`src/rtl/dbgtrig_pkg.sv`:
```
// Shared constants and types for the address-match trigger bank.
// Assumes a 32-bit register data path.
package dbgtrig_pkg;
    localparam int          REG_DW       = 32;
    localparam logic [3:0]  TYPE_ADDRESS = 4'h2;
    localparam int          CB_STORE     = 0;
    localparam int          CB_EXEC      = 1;
    localparam int          CB_PREV_IE   = 2;

    typedef enum logic [1:0] {
        CFG_SELECT = 2'd0,
        CFG_CTRL   = 2'd1,
        CFG_MATCH  = 2'd2,
        CFG_RSVD   = 2'd3
    } cfg_reg_e;
endpackage

```
`src/rtl/dbgtrig_slot.sv`:
```
// One trigger: its enable bits, its saved-enable bit and its match address,
// plus the compare against the retiring PC and the store address.
// Assumes the writes arrive already decoded for this slot.
module dbgtrig_slot
    import dbgtrig_pkg::*;
#(
    parameter int AW = 32
) (
    input  logic              clk,
    input  logic              rst_n,
    input  logic              ctrl_we,
    input  logic [2:0]        ctrl_wbits,
    input  logic              match_we,
    input  logic [AW-1:0]     match_wdata,
    input  logic              fired_here,
    input  logic              ie_now,
    input  logic              retire_valid,
    input  logic [AW-1:0]     retire_pc,
    input  logic              store_valid,
    input  logic [AW-1:0]     store_addr,
    output logic              hit,
    output logic [REG_DW-1:0] ctrl_rd,
    output logic [AW-1:0]     match_rd
);
    logic          en_store_q;
    logic          en_exec_q;
    logic          prev_ie_q;
    logic [AW-1:0] match_q;
    logic          exec_hit;
    logic          store_hit;

    // Enable bits follow control writes.
    always_ff @(posedge clk) begin
        if (!rst_n) begin
            en_store_q <= 1'b0;
            en_exec_q  <= 1'b0;
        end else if (ctrl_we) begin
            en_store_q <= ctrl_wbits[CB_STORE];
            en_exec_q  <= ctrl_wbits[CB_EXEC];
        end
    end

    // Saved-enable bit: a firing of this slot wins over a software write.
    always_ff @(posedge clk) begin
        if (!rst_n) begin
            prev_ie_q <= 1'b0;
        end else if (fired_here) begin
            prev_ie_q <= ie_now;
        end else if (ctrl_we) begin
            prev_ie_q <= ctrl_wbits[CB_PREV_IE];
        end
    end

    // Match address register.
    always_ff @(posedge clk) begin
        if (!rst_n) begin
            match_q <= '0;
        end else if (match_we) begin
            match_q <= match_wdata;
        end
    end

    // Exact compares, each gated by its own enable.
    always_comb begin
        exec_hit  = en_exec_q  && retire_valid && (retire_pc  == match_q);
        store_hit = en_store_q && store_valid  && (store_addr == match_q);
        hit       = exec_hit || store_hit;
    end

    // Control read view: the type field is fixed to address match.
    always_comb begin
        ctrl_rd             = '0;
        ctrl_rd[31:28]      = TYPE_ADDRESS;
        ctrl_rd[CB_STORE]   = en_store_q;
        ctrl_rd[CB_EXEC]    = en_exec_q;
        ctrl_rd[CB_PREV_IE] = prev_ie_q;
        match_rd            = match_q;
    end
endmodule

```
`src/rtl/dbgtrig_prio.sv`:
```
// Picks the lowest-index hit among N trigger hits.
// Assumes IW is wide enough to hold N-1.
module dbgtrig_prio #(
    parameter int N  = 2,
    parameter int IW = 1
) (
    input  logic [N-1:0]  hits,
    output logic          any,
    output logic [IW-1:0] idx
);
    // Scan from the top down so the lowest index is written last.
    always_comb begin
        any = |hits;
        idx = '0;
        for (int i = N - 1; i >= 0; i--) begin
            if (hits[i]) idx = IW'(i);
        end
    end
endmodule

```
`src/rtl/dbgtrig_ie_ctl.sv`:
```
// Machine interrupt enable and its saved copy.
// Priority order: firing, then return, then software write.
module dbgtrig_ie_ctl (
    input  logic clk,
    input  logic rst_n,
    input  logic fire,
    input  logic ret,
    input  logic sw_we,
    input  logic sw_val,
    output logic ie,
    output logic ie_saved
);
    // Update the enable pair on each edge.
    always_ff @(posedge clk) begin
        if (!rst_n) begin
            ie       <= 1'b0;
            ie_saved <= 1'b0;
        end else if (fire) begin
            ie_saved <= ie;
            ie       <= 1'b0;
        end else if (ret) begin
            ie       <= ie_saved;
        end else if (sw_we) begin
            ie       <= sw_val;
        end
    end
endmodule

```
`src/rtl/addr_trigger_bank.sv`:
```
// Top of the trigger bank: select register, N trigger slots, the priority
// pick and the interrupt-enable hand-off. Assumes AW <= 32.
module addr_trigger_bank
    import dbgtrig_pkg::*;
#(
    parameter int N  = 2,
    parameter int AW = 32,
    localparam int IW = (N > 1) ? $clog2(N) : 1
) (
    input  logic              clk,
    input  logic              rst_n,
    input  logic              retire_valid,
    input  logic [AW-1:0]     retire_pc,
    input  logic              store_valid,
    input  logic [AW-1:0]     store_addr,
    input  logic              cfg_we,
    input  logic [1:0]        cfg_addr,
    input  logic [31:0]       cfg_wdata,
    output logic [31:0]       cfg_rdata,
    input  logic              trap_ret,
    input  logic              ie_wr,
    input  logic              ie_wdata,
    output logic              trig_fire,
    output logic [IW-1:0]     trig_idx,
    output logic              ie,
    output logic              ie_saved
);
    logic [IW-1:0]     sel_q;
    logic [N-1:0]      hits;
    logic [REG_DW-1:0] ctrl_rd  [N];
    logic [AW-1:0]     match_rd [N];
    logic [REG_DW-1:0] ctrl_sel;
    logic [AW-1:0]     match_sel;
    cfg_reg_e          reg_id;

    assign reg_id = cfg_reg_e'(cfg_addr);

    // Select register: which slot the control and match accesses address.
    always_ff @(posedge clk) begin
        if (!rst_n) begin
            sel_q <= '0;
        end else if (cfg_we && reg_id == CFG_SELECT) begin
            sel_q <= cfg_wdata[IW-1:0];
        end
    end

    // One slot per trigger.
    for (genvar g = 0; g < N; g++) begin : g_slot
        dbgtrig_slot #(.AW(AW)) u_slot (
            .clk          (clk),
            .rst_n        (rst_n),
            .ctrl_we      (cfg_we && reg_id == CFG_CTRL  && sel_q == IW'(g)),
            .ctrl_wbits   (cfg_wdata[2:0]),
            .match_we     (cfg_we && reg_id == CFG_MATCH && sel_q == IW'(g)),
            .match_wdata  (cfg_wdata[AW-1:0]),
            .fired_here   (trig_fire && trig_idx == IW'(g)),
            .ie_now       (ie),
            .retire_valid (retire_valid),
            .retire_pc    (retire_pc),
            .store_valid  (store_valid),
            .store_addr   (store_addr),
            .hit          (hits[g]),
            .ctrl_rd      (ctrl_rd[g]),
            .match_rd     (match_rd[g])
        );
    end

    dbgtrig_prio #(.N(N), .IW(IW)) u_prio (
        .hits (hits),
        .any  (trig_fire),
        .idx  (trig_idx)
    );

    dbgtrig_ie_ctl u_ie (
        .clk      (clk),
        .rst_n    (rst_n),
        .fire     (trig_fire),
        .ret      (trap_ret),
        .sw_we    (ie_wr),
        .sw_val   (ie_wdata),
        .ie       (ie),
        .ie_saved (ie_saved)
    );

    // Pick the selected slot's registers for reading.
    always_comb begin
        ctrl_sel  = '0;
        match_sel = '0;
        for (int i = 0; i < N; i++) begin
            if (sel_q == IW'(i)) begin
                ctrl_sel  = ctrl_rd[i];
                match_sel = match_rd[i];
            end
        end
    end

    // Read-data decode by register address.
    always_comb begin
        unique case (reg_id)
            CFG_SELECT: cfg_rdata = 32'(sel_q);
            CFG_CTRL:   cfg_rdata = ctrl_sel;
            CFG_MATCH:  cfg_rdata = 32'(match_sel);
            default:    cfg_rdata = '0;
        endcase
    end
endmodule


```
`config.mk`:
```
export PLATFORM = sky130hd
export DESIGN_NAME = addr_trigger_bank
export DESIGN_NICKNAME = d
export VERILOG_FILES = /design/src/rtl/dbgtrig_pkg.sv /design/src/rtl/dbgtrig_slot.sv /design/src/rtl/dbgtrig_prio.sv /design/src/rtl/dbgtrig_ie_ctl.sv /design/src/rtl/addr_trigger_bank.sv
export SDC_FILE = /design/constraint.sdc
export NUM_CORES = 1
export LEC_CHECK = 0
export ABC_AREA = 1
export BUFFER_PORTS_ARGS = -buffer_cell sky130_fd_sc_hd__buf_2
export CAP_MARGIN = 20
export CORE_ASPECT_RATIO = 0.5
export CORE_MARGIN = 2
export CORE_UTILIZATION = 35
export CTS_BUF_LIST = sky130_fd_sc_hd__clkbuf_8
export CTS_CLUSTER_SIZE = 25
export DETAILED_ROUTE_END_ITERATION = 10
export GPL_TIMING_DRIVEN = 0
export SETUP_SLACK_MARGIN = 0.5
export SYNTH_ARGS = -nofsm -noshare
export SYNTH_HDL_FRONTEND = slang
export SYNTH_SLANG_ARGS = --single-unit
```
`constraint.sdc`:
```
create_clock -name clk -period 3.75 [get_ports clk]
set_input_delay 0.75 -clock clk [delete_from_list [all_inputs] [get_ports clk]]
set_output_delay 0.75 -clock clk [all_outputs]
set_load 0.01 [all_outputs]
```
; ---- Word-level counts from Yosys, hierarchy flattened
; Cells that the tools add are included.
[word_totals]
register_bits = 73
elab_cells = 56
[classes]
eq_ne = 6
n_mux = 11
bitwise_logic = 3
n_reduce_logical = 25
[ops]
columns = operator, count
row1 = $eq 32x32->1, 4
row2 = $pmux 32 s3, 1
row3 = $mux 32, 1
row4 = $logic_and 1x1->1, 17
row5 = $mux 1, 8
row6 = $reduce_bool 2->1, 3
row7 = $mux 3, 1
row8 = $not 1->1, 3
row9 = $reduce_or 3->1, 1
row10 = $eq 2x1->1 const B, 1
row11 = $eq 2x2->1 const B, 1
row12 = $logic_not 2->1, 1
row13 = $logic_or 1x1->1, 2
row14 = $reduce_or 2->1, 1

; ---- Logic depth before layout (Yosys ltp)
[logic_depth]
word_depth = 8
depth_mapped = 14

; ---- By module
; From an unflattened synthesis, not the netlist that was laid out.
[unflattened]
hier_cells = 1147
area_unflattened_um2 = 6663.9
[by_module_without_submodules]
columns = mod, n_inst, cells_each, area_each_um2, seq_area_each_um2
row1 = dbgtrig_slot, 2, 426, 2533.7, 700.7
row2 = addr_trigger_bank, 1, 273, 1477.7, 20.0
row3 = dbgtrig_ie_ctl, 1, 18, 103.8, 40.0
row4 = dbgtrig_prio, 1, 4, 15.0, 0.0

; ---- Worst setup path before layout
; No wires, ideal clock.
[synth_timing]
path_kind = input port to output port
start = input port store_addr[3]
end = output port trig_idx
t_arrival_ns = 1.592
t_required_ns = 3.000
slack_ns = 1.408
path_stages = 10
path_buffers = 0
cell_sequence = inv_1 > nand2_1 > nand2_1 > nor2_1 > nand2_1 > nor2_1 > nand3_1 > nor2_1 > nor2_1 > nor3_1
[synth_via]
elab_chain_cells = 5
[synth_lines]
columns = item, line_no
row1 = start: declaration, addr_trigger_bank.sv:15  ; input logic [AW-1:0] store_addr,
row2 = $eq 32x32->1, dbgtrig_slot.sv:66  ; store_hit = en_store_q && store_valid && (store_addr == match_q);
row3 = $logic_and 1x1->1, dbgtrig_slot.sv:66
row4 = $logic_or 1x1->1, dbgtrig_slot.sv:67  ; hit = exec_hit || store_hit;
row5 = $mux 1, dbgtrig_prio.sv:16  ; if (hits[i]) idx = IW'(i);
row6 = $mux 1 *, dbgtrig_prio.sv:16
row7 = end: declaration, addr_trigger_bank.sv:24  ; output logic [IW-1:0] trig_idx,
; Mark *: on every way between the ends. The rest lies on a longest branch, timed or not.

; ---- Final worst setup path
[layout_timing]
start = register g_slot[1].u_slot.match_q[0]
end = output port trig_idx
[layout_via]
elab_chain_cells = 5
[layout_lines]
columns = item, line_no
row1 = start: declaration, dbgtrig_slot.sv:28  ; logic [AW-1:0] match_q;
row2 = start signal: assignment, dbgtrig_slot.sv:59  ; match_q <= match_wdata;
row3 = $eq 32x32->1 (on tied branches), "dbgtrig_slot.sv:65, dbgtrig_slot.sv:66"
row4 = $logic_and 1x1->1 (on tied branches), "dbgtrig_slot.sv:65, dbgtrig_slot.sv:66"
row5 = $logic_or 1x1->1 *, dbgtrig_slot.sv:67
row6 = $mux 1 * (2 in series), dbgtrig_prio.sv:16
; Marks and branches as above.

==> flow_summary.html <==
<table>
<tr><th>Metric</th><th>Value</th></tr>
<tr><th colspan="2">Timing</th></tr>
<tr><td>Period Utilization, post-route</td><td>0.864</td></tr>
<tr><td>Unrepaired setup endpoints after global routing</td><td>no</td></tr>
<tr><td>Worst max-slew margin expressed relative to the limit</td><td>0.339</td></tr>
<tr><td>TNS Setup</td><td>0 ns</td></tr>
<tr><td>Slew at the pin closest to its max-slew limit</td><td>0.992 ns</td></tr>
<tr><td>Final setup viols</td><td>0</td></tr>
<tr><td>Final worst clock skew</td><td>around 0.011 ns</td></tr>
<tr><td>Period minus WS final</td><td>about 3.2 ns</td></tr>
<tr><td>Hold Worst Slack</td><td>0.487 ns</td></tr>
<tr><td>Maximum achievable frequency</td><td>roughly 0.31 GHz</td></tr>
<tr><td>Number of failing hold endpoints at the final stage</td><td>0</td></tr>
<tr><td>Final count of pins violating max slew</td><td>0</td></tr>
<tr><th colspan="2">Worst setup path</th></tr>
<tr><td>Startpoint of the most critical register-to-register path</td><td>g_slot[0].u_slot.match_rd[1]</td></tr>
<tr><td>Crit Path Class</td><td>flop to output port</td></tr>
<tr><td>Endpoint of the lowest-slack register-to-register path</td><td>g_slot[1].u_slot.prev_ie_q</td></tr>
<tr><td>Depth of the worst register-to-register path</td><td>10</td></tr>
<tr><td>Setup slack, reg-to-reg</td><td>~1.3 ns</td></tr>
<tr><td>Kind of end point of the critical path</td><td>output port</td></tr>
<tr><td>Critical path peak fanout</td><td>4</td></tr>
<tr><td>WP data arrival</td><td>between 2 and 2.5 ns</td></tr>
<tr><td>Startpoint class of the critical path</td><td>flop</td></tr>
<tr><td>Endpoint required time on the critical path</td><td>3.00 ns</td></tr>
<tr><th colspan="2">Placement</th></tr>
<tr><td>Total half-perimeter wirelength after legalization and detailed placement</td><td>approximately 28 mm</td></tr>
<tr><td>Placer Congestion</td><td>a little over 1</td></tr>
<tr><td>Number of buffer cells added on primary ports</td><td>140</td></tr>
<tr><td>Placed instance area</td><td>approximately 0.0069 sq mm</td></tr>
<tr><th colspan="2">Synthesis</th></tr>
<tr><td>Portion of the post-synthesis area used by sequential elements</td><td>0.245</td></tr>
<tr><td>Top cell type's share of synthesized area</td><td>0.245</td></tr>
<tr><td>Largest cells by area after synthesis</td><td>sky130_fd_sc_hd__dfxtp_1 (25%), sky130_fd_sc_hd__nand2_1 (23%), sky130_fd_sc_hd__o21ai_0 (9.4%)</td></tr>
<tr><td>Gate count of the mapped netlist</td><td>~1100</td></tr>
<tr><td>Number of flops mapped to enable cells by yosys</td><td>0</td></tr>
<tr><td>Top FF cell, synth</td><td>sky130_fd_sc_hd__dfxtp_1</td></tr>
<tr><td>Total of warnings raised by yosys</td><td>0</td></tr>
<tr><td>Library cell with the highest instance count after synthesis</td><td>sky130_fd_sc_hd__nand2_1</td></tr>
<tr><td>Ranking of synthesized cells by instance count</td><td>sky130_fd_sc_hd__nand2_1 (370), sky130_fd_sc_hd__inv_1 (145), sky130_fd_sc_hd__nor2_1 (138)</td></tr>
<tr><td>Proportion of register bits with asynchronous set or reset after synthesis</td><td>0</td></tr>
<tr><td>Post-Syn Nets</td><td>1200</td></tr>
<tr><td>Post-synth design cell area</td><td>0.00596 sq mm</td></tr>
<tr><td>Library cells used by synthesis</td><td>31</td></tr>
<tr><td>Cell accounting for the most synthesized area</td><td>sky130_fd_sc_hd__dfxtp_1</td></tr>
<tr><td>Avg Cell Area, Syn</td><td>around 5.4 sq um</td></tr>
<tr><td>Number of synthesized register bits</td><td>73</td></tr>
<tr><th colspan="2">GRT</th></tr>
<tr><td>Global-route wire length before repair</td><td>46.8 mm</td></tr>
<tr><td>Maximum number of pins on one net before global-route repair</td><td>14</td></tr>
<tr><td>Total global-route track usage</td><td>0.370</td></tr>
<tr><td>Antenna violations before repair</td><td>0</td></tr>
<tr><td>Overflow left after global routing</td><td>0</td></tr>
<tr><td>Vias in the first global route</td><td>about 7100</td></tr>
<tr><th colspan="2">Detailed routing</th></tr>
<tr><td>WL final</td><td>around 34 mm</td></tr>
<tr><td>Wire per inst</td><td>22.8 microns</td></tr>
<tr><td>Drt initial violations</td><td>1006</td></tr>
<tr><td>Routed vias/inst</td><td>between 5 and 6</td></tr>
<tr><td>Residual antenna-violating net count after detailed routing</td><td>0</td></tr>
<tr><td>Count of vias placed by the detailed router</td><td>~8000</td></tr>
<tr><td>Number of search-and-repair iterations in the first detailed-routing pass</td><td>5</td></tr>
<tr><td>Remaining design rule violation count</td><td>0</td></tr>
<tr><th colspan="2">Clock network</th></tr>
<tr><td>Clock Pin Slew Worst Setup and Hold Paths</td><td>about 0.09 ns</td></tr>
<tr><td>Clock tree sinks</td><td>73</td></tr>
<tr><td>Deepest level of the CTS H-tree</td><td>3</td></tr>
<tr><td>Number of buffers inserted during clock tree synthesis</td><td>9</td></tr>
<tr><td>Clock root buffer</td><td>sky130_fd_sc_hd__clkbuf_8</td></tr>
<tr><td>Setup Buffers After CTS</td><td>0</td></tr>
<tr><td>CTS tree</td><td>done</td></tr>
<tr><td>Worst skew pair latency</td><td>approximately 0.4 ns</td></tr>
<tr><td>Buffer levels on the longest clock path</td><td>2</td></tr>
<tr><th colspan="2">Pwr</th></tr>
<tr><td>Power spent charging and discharging nets</td><td>0.803 mW</td></tr>
<tr><td>Overall power</td><td>between 2 and 2.5 mW</td></tr>
<tr><td>Reg power frac</td><td>0.387</td></tr>
<tr><td>Leakage power figure</td><td>between 3 and 4 nW</td></tr>
<tr><td>Sw Ratio</td><td>0.372</td></tr>
<tr><td>Comb power frac</td><td>0.266</td></tr>
<tr><td>Maximum VDD drop</td><td>approximately 170 uV</td></tr>
<tr><td>Clock Power Share</td><td>0.347</td></tr>
<tr><td>Pwr/cell area</td><td>about 300 mW/mm^2</td></tr>
<tr><td>Cell internal pwr</td><td>approximately 1.4 mW</td></tr>
<tr><th colspan="2">Worst hold path</th></tr>
<tr><td>Hold path endpoint</td><td>g_slot[1].u_slot.en_exec_q</td></tr>
<tr><td>Worst hold-check path type</td><td>flop to flop</td></tr>
<tr><td>Worst Hold Depth</td><td>2</td></tr>
<tr><td>Startpoint of the lowest-slack hold path</td><td>g_slot[1].u_slot.en_exec_q</td></tr>
<tr><th colspan="2">Finish</th></tr>
<tr><td>Layout Area Growth over Synthesis</td><td>20.4%</td></tr>
<tr><td>Fraction of final layout cells with drive strength greater than 1</td><td>0.141</td></tr>
<tr><td>Multi-input gate area in the final layout</td><td>0.00380 sq mm</td></tr>
<tr><td>Ant. Diodes</td><td>0</td></tr>
<tr><td>Final std cell area, no fill</td><td>between 0.007 and 0.008 sq mm</td></tr>
<tr><td>Fill cell total of the finished layout</td><td>1988</td></tr>
<tr><td>Final net count</td><td>approximately 1400</td></tr>
<tr><td>Sequential cell area</td><td>0.00146 sq mm</td></tr>
<tr><th colspan="2">Floorplan</th></tr>
<tr><td>Die Y</td><td>around 96 microns</td></tr>
<tr><td>Initial cell density of the core</td><td>0.361</td></tr>
<tr><td>Total Die Area</td><td>between 0.015 and 0.02 sq mm</td></tr>
<tr><td>Num ports</td><td>around 140</td></tr>
<tr><td>Area of the placeable core</td><td>~0.017 sq mm</td></tr>
<tr><td>Overall die width</td><td>around 190 microns</td></tr>
<tr><td>FP Rows</td><td>33</td></tr>
<tr><th colspan="2">Job</th></tr>
<tr><td>Max_cap viols</td><td>0</td></tr>
<tr><th colspan="2">Status</th></tr>
<tr><td>Status</td><td>complete, no violations</td></tr>
</table>
[worst max-delay path by stage]
stage / slack [ns] / cells after the start / start / end
after floorplan: 1.41 / 10 / store_addr[3] / trig_idx
after global placement: 0.30 / 8 / cfg_addr[1] / cfg_rdata[21]
after detailed placement: 0.32 / 8 / cfg_addr[1] / cfg_rdata[21]
after CTS: 0.51 / 6 / sel_q / cfg_rdata[21]
after global routing: 0.50 / 11 / g_slot[0].u_slot.match_rd[1] / trig_fire
final: 0.51 / 9 / g_slot[1].u_slot.match_rd[0] / trig_idx
[power groups by stage]
stage	Combinational (mW)	Clock (mW)	Sequential [mW]
final	0.573	0.749	0.834
after global routing	0.613	0.780	0.837
after CTS	0.549	0.747	0.832
after detailed placement	0.547	0	0.850
after global placement	0.547	0	0.849
after floorplan	0.292	0	0.837
[cell type report]
type / instances / area share
buffer: 32 / 0.0206
inverter: 149 / 0.0780
clock inverter: 6 / 0.0127
multi-input combinational: 840 / 0.530
sequential: 73 / 0.204
clock buffer: 9 / 0.0173
timing repair buffer: 140 / 0.0977
tap: 227 / 0.0396
[metal layers]
layer	vias to the layer above	global-route usage	wire, microns
met5	-	0	0
met4	0	0.0690	358
met3	26	0.116	4610
met2	491	0.507	12600
met1	3741	0.555	16000
li1	3752	-	-
[cell usage in the layout (no fill, tap or decap), types with 2 or more instances in the layout]
| master | instances |
|---|---|
| sky130_fd_sc_hd__a21oi_1 | 94 |
| sky130_fd_sc_hd__a221oi_1 | 2 |
| sky130_fd_sc_hd__buf_2 | 143 |
| sky130_fd_sc_hd__buf_6 | 2 |
| sky130_fd_sc_hd__bufinv_16 | 2 |
| sky130_fd_sc_hd__clkbuf_1 | 22 |
| sky130_fd_sc_hd__clkbuf_2 | 4 |
| sky130_fd_sc_hd__clkbuf_8 | 9 |
| sky130_fd_sc_hd__clkinv_4 | 2 |
| sky130_fd_sc_hd__dfxtp_1 | 73 |
| sky130_fd_sc_hd__inv_1 | 145 |
| sky130_fd_sc_hd__inv_2 | 4 |
| sky130_fd_sc_hd__nand2_1 | 370 |
| sky130_fd_sc_hd__nand3_1 | 35 |
| sky130_fd_sc_hd__nand3b_1 | 4 |
| sky130_fd_sc_hd__nand4_1 | 25 |
| sky130_fd_sc_hd__nor2_1 | 134 |
| sky130_fd_sc_hd__nor2_2 | 5 |
| sky130_fd_sc_hd__nor3_1 | 3 |
| sky130_fd_sc_hd__nor3b_1 | 3 |
| sky130_fd_sc_hd__o211ai_1 | 3 |
| sky130_fd_sc_hd__o21ai_0 | 110 |
| sky130_fd_sc_hd__o21ai_1 | 8 |
| sky130_fd_sc_hd__xnor2_1 | 33 |
| sky130_fd_sc_hd__xor2_1 | 3 |
[cell families (layout without fill, tap and decap cells)]
logic type / Yosys count / in the layout / synth area share
and+or+nand+nor: 584 / 584 / 0.396
AOI/OAI and AO/OA: 220 / 220 / 0.188
buffers and inverters: 181 / 336 / 0.118
DFF: 73 / 73 / 0.245
xor gates and xnor gates: 36 / 36 / 0.0529
[through the flow]
step / instances / util / setup slack (ns)
5_1_grt: 1476 / 0.434 / 0.501
6_report: 1476 / 0.434 / 0.510
3_3_place_gp: 1461 / 0.420 / 0.297
3_5_place_dp: 1461 / 0.420 / 0.315
4_1_cts: 1476 / 0.433 / 0.506
2_1_floorplan: 1094 / - / 1.41
[worst max-delay path, stage by stage (launching register included)]
cell and delay, ns:
sky130_fd_sc_hd__dfxtp_1 0.53, sky130_fd_sc_hd__inv_1 0.22, sky130_fd_sc_hd__nand2_1 0.18, sky130_fd_sc_hd__nand4_1 0.11, sky130_fd_sc_hd__nor2_1 0.20, sky130_fd_sc_hd__nand3_1 0.10
sky130_fd_sc_hd__nor2_1 0.22, sky130_fd_sc_hd__nor2_1 0.15, sky130_fd_sc_hd__nor3_1 0.20, sky130_fd_sc_hd__buf_2 0.18
[flip-flops by register name, summed over array words and instances (netlist names)]
register,count
g_slot.u_slot.prev_ie_q,2
u_ie.ie_saved,1
u_ie.ie,1
g_slot.u_slot.en_exec_q,2
sel_q,1
g_slot.u_slot.en_store_q,2
g_slot.u_slot.match_rd,64
[repair_timing]
action,in CTS,in global routing
cloned,0,0
pin swaps,0,0
hold buffers,0,0
setup endpoints to repair,10,29
endpoints found under the hold margin,0,0
gates resized for setup,1,13
No activity file was read; power rests on OpenSTA's default activity.
